`src/rtl/xb_route_pkg.sv`:
```
// Package: shared flit type codes and default network geometry.
// Assumes: two-bit flit type field on every port.
package xb_route_pkg;
    typedef enum logic [1:0] {
        FL_HEAD = 2'b00,
        FL_BODY = 2'b01,
        FL_TAIL = 2'b10,
        FL_SOLO = 2'b11
    } flit_e;

    localparam int DEF_DX = 8;
    localparam int DEF_DY = 17;
    localparam int DEF_DZ = 16;
endpackage

```
`src/rtl/xb_route_calc.sv`:
```
// Module: combinational route decision for one header.
// Unicast goes X, then Y, then Z, skipping matching dimensions; a full
// match means local delivery. Broadcast fans out on all dimensions at or
// above its stage, within the partition box and excluding the node itself.
// Assumes destination and bounds lie inside each dimension's size.
module xb_route_calc #(
    parameter int DX = 8,
    parameter int DY = 17,
    parameter int DZ = 16,
    parameter int PW = 4,
    parameter int XW = $clog2(DX),
    parameter int YW = $clog2(DY),
    parameter int ZW = $clog2(DZ)
) (
    input  logic [XW-1:0] my_x,
    input  logic [YW-1:0] my_y,
    input  logic [ZW-1:0] my_z,
    input  logic [PW-1:0] my_part,
    input  logic [XW-1:0] lo_x,
    input  logic [XW-1:0] hi_x,
    input  logic [YW-1:0] lo_y,
    input  logic [YW-1:0] hi_y,
    input  logic [ZW-1:0] lo_z,
    input  logic [ZW-1:0] hi_z,
    input  logic          bcast,
    input  logic [1:0]    stage,
    input  logic [PW-1:0] part,
    input  logic [XW-1:0] dx,
    input  logic [YW-1:0] dy,
    input  logic [ZW-1:0] dz,
    output logic          rt_local,
    output logic [DX-1:0] rt_mx,
    output logic [DY-1:0] rt_my,
    output logic [DZ-1:0] rt_mz
);
    logic [DX-1:0] span_x;
    logic [DY-1:0] span_y;
    logic [DZ-1:0] span_z;

    // Partition fan-out spans per dimension, own coordinate removed.
    always_comb begin
        for (int i = 0; i < DX; i++)
            span_x[i] = (i >= int'(lo_x)) && (i <= int'(hi_x)) && (i != int'(my_x));
        for (int i = 0; i < DY; i++)
            span_y[i] = (i >= int'(lo_y)) && (i <= int'(hi_y)) && (i != int'(my_y));
        for (int i = 0; i < DZ; i++)
            span_z[i] = (i >= int'(lo_z)) && (i <= int'(hi_z)) && (i != int'(my_z));
    end

    // Route selection for unicast or broadcast headers.
    always_comb begin
        rt_local = 1'b0;
        rt_mx    = '0;
        rt_my    = '0;
        rt_mz    = '0;
        if (!bcast) begin
            if (dx != my_x) begin
                if (int'(dx) < DX) rt_mx[dx] = 1'b1;
            end else if (dy != my_y) begin
                if (int'(dy) < DY) rt_my[dy] = 1'b1;
            end else if (dz != my_z) begin
                if (int'(dz) < DZ) rt_mz[dz] = 1'b1;
            end else begin
                rt_local = 1'b1;
            end
        end else if (part == my_part) begin
            rt_local = 1'b1;
            if (stage == 2'd0) rt_mx = span_x;
            if (stage <= 2'd1) rt_my = span_y;
            if (stage <= 2'd2) rt_mz = span_z;
        end
    end
endmodule

```
`src/rtl/xb_bcast_lock.sv`:
```
// Module: single lock serialising broadcasts across input ports.
// A broadcast head or single flit needs a grant; the lowest requesting port
// wins while the lock is free. A granted head holds the lock until its
// owner's tail is accepted. Assumes NP >= 2 and well-formed packets.
module xb_bcast_lock #(
    parameter int NP = 4,
    parameter int OW = (NP > 1) ? $clog2(NP) : 1
) (
    input  logic          clk,
    input  logic          rst_n,
    input  logic [NP-1:0] req,
    input  logic [NP-1:0] req_head,
    input  logic [NP-1:0] acc_tail,
    output logic [NP-1:0] grant
);
    logic          busy;
    logic [OW-1:0] owner;
    logic [OW-1:0] win_idx;
    logic          win_any;

    // Fixed-priority pick of the lowest requesting port.
    always_comb begin
        win_any = 1'b0;
        win_idx = '0;
        for (int p = NP - 1; p >= 0; p--) begin
            if (req[p]) begin
                win_any = 1'b1;
                win_idx = OW'(p);
            end
        end
    end

    // Grant only while no broadcast is in flight.
    always_comb begin
        grant = '0;
        if (!busy && win_any) grant[win_idx] = 1'b1;
    end

    // Lock state: taken by a granted head, freed by the owner's tail.
    always_ff @(posedge clk) begin
        if (!rst_n) begin
            busy  <= 1'b0;
            owner <= '0;
        end else if (busy) begin
            if (acc_tail[owner]) busy <= 1'b0;
        end else if (|(grant & req_head)) begin
            busy  <= 1'b1;
            owner <= win_idx;
        end
    end
endmodule

```
`src/rtl/xb_port_ctx.sv`:
```
// Module: per-port wormhole context and output register.
// Keeps the head's route for the body and tail of the packet; a single flit
// uses its freshly computed route. Assumes well-formed packet sequences.
module xb_port_ctx #(
    parameter int DX = 8,
    parameter int DY = 17,
    parameter int DZ = 16
) (
    input  logic          clk,
    input  logic          rst_n,
    input  logic          acc,
    input  logic [1:0]    ftype,
    input  logic          rt_local,
    input  logic [DX-1:0] rt_mx,
    input  logic [DY-1:0] rt_my,
    input  logic [DZ-1:0] rt_mz,
    output logic          out_valid,
    output logic [1:0]    out_type,
    output logic          out_local,
    output logic [DX-1:0] out_mask_x,
    output logic [DY-1:0] out_mask_y,
    output logic [DZ-1:0] out_mask_z
);
    import xb_route_pkg::*;

    logic          hold_local;
    logic [DX-1:0] hold_mx;
    logic [DY-1:0] hold_my;
    logic [DZ-1:0] hold_mz;
    logic          use_fresh;

    // Head and single flits route from the header; others reuse the hold.
    assign use_fresh = (ftype == FL_HEAD) || (ftype == FL_SOLO);

    // Capture the route when a head flit is accepted.
    always_ff @(posedge clk) begin
        if (!rst_n) begin
            hold_local <= 1'b0;
            hold_mx    <= '0;
            hold_my    <= '0;
            hold_mz    <= '0;
        end else if (acc && ftype == FL_HEAD) begin
            hold_local <= rt_local;
            hold_mx    <= rt_mx;
            hold_my    <= rt_my;
            hold_mz    <= rt_mz;
        end
    end

    // Output register for the routed flit.
    always_ff @(posedge clk) begin
        if (!rst_n) begin
            out_valid  <= 1'b0;
            out_type   <= 2'b00;
            out_local  <= 1'b0;
            out_mask_x <= '0;
            out_mask_y <= '0;
            out_mask_z <= '0;
        end else begin
            out_valid <= acc;
            if (acc) begin
                out_type   <= ftype;
                out_local  <= use_fresh ? rt_local : hold_local;
                out_mask_x <= use_fresh ? rt_mx : hold_mx;
                out_mask_y <= use_fresh ? rt_my : hold_my;
                out_mask_z <= use_fresh ? rt_mz : hold_mz;
            end
        end
    end
endmodule

```
`src/rtl/xb_route_unit.sv`:
```
// Module: top of the per-node route unit for a three-dimension crossbar
// network. NP input ports each get a route calculator and a wormhole
// context; one lock serialises broadcasts. Assumes node coordinate inside
// its partition box and the downstream crossbars always accept a flit.
module xb_route_unit #(
    parameter int NP = 4,
    parameter int DX = xb_route_pkg::DEF_DX,
    parameter int DY = xb_route_pkg::DEF_DY,
    parameter int DZ = xb_route_pkg::DEF_DZ,
    parameter int PW = 4,
    parameter int XW = $clog2(DX),
    parameter int YW = $clog2(DY),
    parameter int ZW = $clog2(DZ)
) (
    input  logic                   clk,
    input  logic                   rst_n,
    input  logic [XW-1:0]          my_x,
    input  logic [YW-1:0]          my_y,
    input  logic [ZW-1:0]          my_z,
    input  logic [PW-1:0]          my_part,
    input  logic [XW-1:0]          lo_x,
    input  logic [XW-1:0]          hi_x,
    input  logic [YW-1:0]          lo_y,
    input  logic [YW-1:0]          hi_y,
    input  logic [ZW-1:0]          lo_z,
    input  logic [ZW-1:0]          hi_z,
    input  logic [NP-1:0]          in_valid,
    input  logic [NP-1:0][1:0]     in_type,
    input  logic [NP-1:0]          in_bcast,
    input  logic [NP-1:0][1:0]     in_stage,
    input  logic [NP-1:0][PW-1:0]  in_part,
    input  logic [NP-1:0][XW-1:0]  in_dx,
    input  logic [NP-1:0][YW-1:0]  in_dy,
    input  logic [NP-1:0][ZW-1:0]  in_dz,
    output logic [NP-1:0]          in_ready,
    output logic [NP-1:0]          out_valid,
    output logic [NP-1:0][1:0]     out_type,
    output logic [NP-1:0]          out_local,
    output logic [NP-1:0][DX-1:0]  out_mask_x,
    output logic [NP-1:0][DY-1:0]  out_mask_y,
    output logic [NP-1:0][DZ-1:0]  out_mask_z
);
    import xb_route_pkg::*;

    logic [NP-1:0] req;
    logic [NP-1:0] req_head;
    logic [NP-1:0] acc_tail;
    logic [NP-1:0] grant;
    logic [NP-1:0] acc;

    xb_bcast_lock #(.NP(NP)) lock_i (
        .clk      (clk),
        .rst_n    (rst_n),
        .req      (req),
        .req_head (req_head),
        .acc_tail (acc_tail),
        .grant    (grant)
    );

    for (genvar p = 0; p < NP; p++) begin : g_port
        logic          rt_local;
        logic [DX-1:0] rt_mx;
        logic [DY-1:0] rt_my;
        logic [DZ-1:0] rt_mz;

        // Lock request, readiness and acceptance for this port.
        always_comb begin
            req[p]      = in_valid[p] && in_bcast[p] &&
                          (in_type[p] == FL_HEAD || in_type[p] == FL_SOLO);
            req_head[p] = req[p] && (in_type[p] == FL_HEAD);
            in_ready[p] = !req[p] || grant[p];
            acc[p]      = in_valid[p] && in_ready[p];
            acc_tail[p] = acc[p] && (in_type[p] == FL_TAIL);
        end

        xb_route_calc #(.DX(DX), .DY(DY), .DZ(DZ), .PW(PW)) calc_i (
            .my_x     (my_x),
            .my_y     (my_y),
            .my_z     (my_z),
            .my_part  (my_part),
            .lo_x     (lo_x),
            .hi_x     (hi_x),
            .lo_y     (lo_y),
            .hi_y     (hi_y),
            .lo_z     (lo_z),
            .hi_z     (hi_z),
            .bcast    (in_bcast[p]),
            .stage    (in_stage[p]),
            .part     (in_part[p]),
            .dx       (in_dx[p]),
            .dy       (in_dy[p]),
            .dz       (in_dz[p]),
            .rt_local (rt_local),
            .rt_mx    (rt_mx),
            .rt_my    (rt_my),
            .rt_mz    (rt_mz)
        );

        xb_port_ctx #(.DX(DX), .DY(DY), .DZ(DZ)) ctx_i (
            .clk        (clk),
            .rst_n      (rst_n),
            .acc        (acc[p]),
            .ftype      (in_type[p]),
            .rt_local   (rt_local),
            .rt_mx      (rt_mx),
            .rt_my      (rt_my),
            .rt_mz      (rt_mz),
            .out_valid  (out_valid[p]),
            .out_type   (out_type[p]),
            .out_local  (out_local[p]),
            .out_mask_x (out_mask_x[p]),
            .out_mask_y (out_mask_y[p]),
            .out_mask_z (out_mask_z[p])
        );
    end
endmodule

```
`config.mk`:
```
export PLATFORM = sky130hd
export DESIGN_NAME = xb_route_unit
export DESIGN_NICKNAME = d
export VERILOG_FILES = /design/src/rtl/xb_route_pkg.sv /design/src/rtl/xb_route_calc.sv /design/src/rtl/xb_bcast_lock.sv /design/src/rtl/xb_port_ctx.sv /design/src/rtl/xb_route_unit.sv
export SDC_FILE = /design/constraint.sdc
export NUM_CORES = 1
export LEC_CHECK = 0
export CAP_MARGIN = 10
export CORE_UTILIZATION = 38
export CTS_BUF_LIST = sky130_fd_sc_hd__clkbuf_2
export CTS_CLUSTER_DIAMETER = 200
export DETAILED_ROUTE_END_ITERATION = 12
export DONT_BUFFER_PORTS = 1
export GPL_ROUTABILITY_DRIVEN = 0
export HOLD_SLACK_MARGIN = 0.15
export SETUP_SLACK_MARGIN = 0.05
export SLEW_MARGIN = 10
export SYNTH_ARGS = -nofsm -noshare
export SYNTH_HDL_FRONTEND = slang
export SYNTH_SLANG_ARGS = --single-unit
export TNS_END_PERCENT = 100
```
`constraint.sdc`:
```
create_clock -name clk -period 5.4 [get_ports clk]
set_input_delay 0.27 -clock clk [delete_from_list [all_inputs] [get_ports clk]]
set_output_delay 0.27 -clock clk [all_outputs]
set_load 0.03 [all_outputs]
```
==> results_dict.tcl <==
set metrics [dict create \
    cts_htree_levels 3 \
    synthArstFlopShare_pct 0 \
    drive_gt1_share_pct 8.83 \
    slowest_stage "nor4_1" \
    wl_mm 84.8 \
    slew_violations 0 \
    synth.most_common_cell "dfxtp_1" \
    yosysTopAreaCell "dfxtp_1" \
    grt_usage_pct 33.3 \
    clk_latency_ps 1160 \
    finClkSkew_ps 103 \
    grt_util_met1_pct 40.5 \
    coreArea_um2 47800 \
    synth_ff_type "dfxtp_1" \
    finalHoldViolCount 0 \
    syn_avg_cell_area_um2 8.02 \
    setup_slack_ps 985 \
    start_util_pct 38.6 \
    met2_usage_pct 51.6 \
    synth_edf_count 0 \
    cpLargestDelayFamily "buffers and inverters" \
    maxSlewHeadroom_pct 14.9 \
    hpwlAfterDp_mm 52.7 \
    p_comb_share_pct 19.0 \
    grt_max_degree 389 \
    cts_buffer_depth 3 \
    synth.top_cell.area_share_pct 38.1 \
    cts_tree "done" \
    rsz0062_at_grt "no" \
    die_area_um2 49400 \
    max_freq_ghz 0.226 \
    ys_seq_area_share_pct 38.1 \
    cts.sinks 351 \
    clock-root-buffer "clkbuf_2" \
    fp-row-count 80 \
    drtIter0Drc 2576 \
    fin_util_pct 49.7 \
    fillers 4565 \
    ir_worst_vdd_v 0.000131 \
    dp_slack_ps 1670 \
    clkPwrFrac_pct 33.1 \
    top_usage_layer "met2" \
    intPower_mw 4.00 \
    cp_cell_sequence "dlygate4sd3_1 -> xnor2_1 -> dlygate4sd3_1 -> nand4b_1 -> dlygate4sd3_1 -> nor4_1 -> a211oi_1 -> dlygate4sd3_1 -> o41ai_1 -> dlygate4sd3_1" \
    synth_nets 2439 \
    synth.top_cells.by_area "dfxtp_1 38%, o21ai_0 6.8%, nand3_1 5.9%" \
    overflow 0 \
    p_total_mw 6.21 \
    ios 314 \
    cp_max_fo 6 \
    status "completed" \
    p_sw_share_pct 35.6 \
    drc 0 \
    ys_types 71 \
    power.switching_mw 2.21 \
    cts.clk_slew.worst_paths_ps 110 \
    required_ps 6460 \
    finalSetupViolCount 0 \
    numCtsBuffers 96 \
    cts_setup_buffers 0 \
    io_buffers 0 \
    whs_ps 151 \
    die_x_um 222 \
    synth-seq-cells 351 \
    grt_pass1_vias 20400 \
    power.density_nw_per_um2 261 \
    post_drt_via_cell_ratio 6.49 \
    cp_num_buf_inv 5 \
    crit_type "input pin to flop" \
    crit_top_cell "dlygate4sd3_1" \
    antenna_found_initial 9 \
    synth-warning-count 0 \
    ys_top_cells_by_count "351 x dfxtp_1, 249 x o21ai_0, 216 x nand3_1" \
    post-route-period-util_pct 81.8 \
    seq_area_um2 7030 \
    syn_area_um2 18400 \
    grt_use_met3_pct 10.9 \
    min_period_ps 4420 \
    maxCapViolCount 0 \
    nets 2752 \
    area_delta_synth_final_pct 28.8 \
    synth_cells 2301 \
    vias 21500 \
    endpoint_kind "flop" \
    hp-class "input pin to flop" \
    worst_pin_slew_ps 1270 \
    power_frac_seq_pct 47.9 \
    tns_ps 0 \
    die_h_um 222 \
    drt-pass1-iter-count 9 \
    wl_per_cell_um 25.6 \
    multi_input_area_um2 10400 \
    startpoint_type "input pin" \
    p_leak_nw 8.27 \
    grt_pass1_wl_mm 127 \
    ant_nets 0 \
    cp.arrival_ps 5470 \
    max_stage_delay_ps 1010 \
]
## stage by stage
step | cell area, um^2 | instances
floorplan | 18400 | 2301
global placement | 18700 | 2724
detailed placement | 18700 | 2724
CTS | 23700 | 3297
global route | 23800 | 3306
finish | 23800 | 3308
## power by group through the flow
stage          Combinational, mW  Sequential, mW  Clock (mW)
3_3_place_gp               0.752            3.03           0
2_1_floorplan              0.633            2.97           0
4_1_cts                     1.13            2.97        2.07
5_1_grt                     1.26            2.99        2.23
6_report                    1.18            2.97        2.05
3_5_place_dp               0.772            3.03           0
## per-layer routing
layer | part of all wire [%] | vias up
met1 | 38 | 10300
met2 | 44 | 1389
met5 | 0.020 | -
met4 | 5.6 | 2
li1 | - | 9534
met3 | 12 | 278
## state kept, by name, indices dropped and copies added (netlist names), 8 cells and up
signal,cells
g_port.ctx_i.hold_mx,32
g_port.ctx_i.out_mask_z,64
g_port.ctx_i.hold_mz,64
g_port.ctx_i.hold_my,68
g_port.ctx_i.out_type,8
g_port.ctx_i.out_mask_x,32
g_port.ctx_i.out_mask_y,68
## cells by family after synthesis
group,synth area share [%]
AO/OA/AOI/OAI,31.1
XOR/XNOR,3.09
multiplexers,0.109
flip-flops,38.1
buffers and inverters,5.86
adder cells (fa/ha/maj),0.543
AND/OR/NAND/NOR,21.3
## worst reg2reg max path: stages, from the launching register on
cell           delay, ps
dfxtp_1              410
o21ai_1              830
nand2_2              820
buf_4                520
o31ai_1              260
dlygate4sd3_1        570
## repair_timing
action                    4_1_cts  5_1_grt
resized for setup               0        0
hold buffers                  404        2
hold endpoints to repair      351        1
## worst paths after layout
path | from | depth (start not counted) | end | slack, ps
setup reg to reg | lock_i.busy$_SDFF_PN0_ | 5 | g_port[1].ctx_i.out_mask_x[1]$_SDFFE_PN0N_ | 1950
setup / recovery | in_dy[3] | 10 | g_port[0].ctx_i.out_mask_z[5]$_SDFFE_PN0N_ | 980
hold reg to reg | g_port[3].ctx_i.hold_mx[3]$_SDFFE_PN0P_ | 2 | g_port[3].ctx_i.out_mask_x[3]$_SDFFE_PN0N_ | 450
hold / removal | my_part[3] | 5 | g_port[1].ctx_i.out_mask_y[16]$_SDFFE_PN0N_ | 150
## cells in the final DEF (no fill, tap or decap), drive strengths merged, types with 22 or more instances in the layout
master,Yosys,layout
clkinv,0,27
a32oi,28,28
nor4,38,38
o21ai,249,249
xor2,30,30
o221ai,76,76
xnor2,35,35
dlygate4sd3,0,405
a2111oi,23,23
dfxtp,351,351
nor2,101,101
nand3,216,216
inv,33,35
a22oi,63,63
nor3,64,64
nand3b,30,30
a311oi,37,37
and3,24,24
nand2,96,96
a31oi,41,41
or3,40,40
a221oi,24,24
clkbuf,197,137
a21oi,184,184
o31ai,22,22
buf,43,50
a211oi,38,38
## area by class of cell
type	instances	share of cell area, %
diodes	8	0.0843
clock buffers	137	2.89
clock inverters	32	0.864
inverters	33	0.527
multi-input cells	1677	44.0
flip-flops and latches	351	29.6
well taps	615	3.24
repair buffers	455	18.9
No activity file was read; power rests on OpenSTA's default activity.
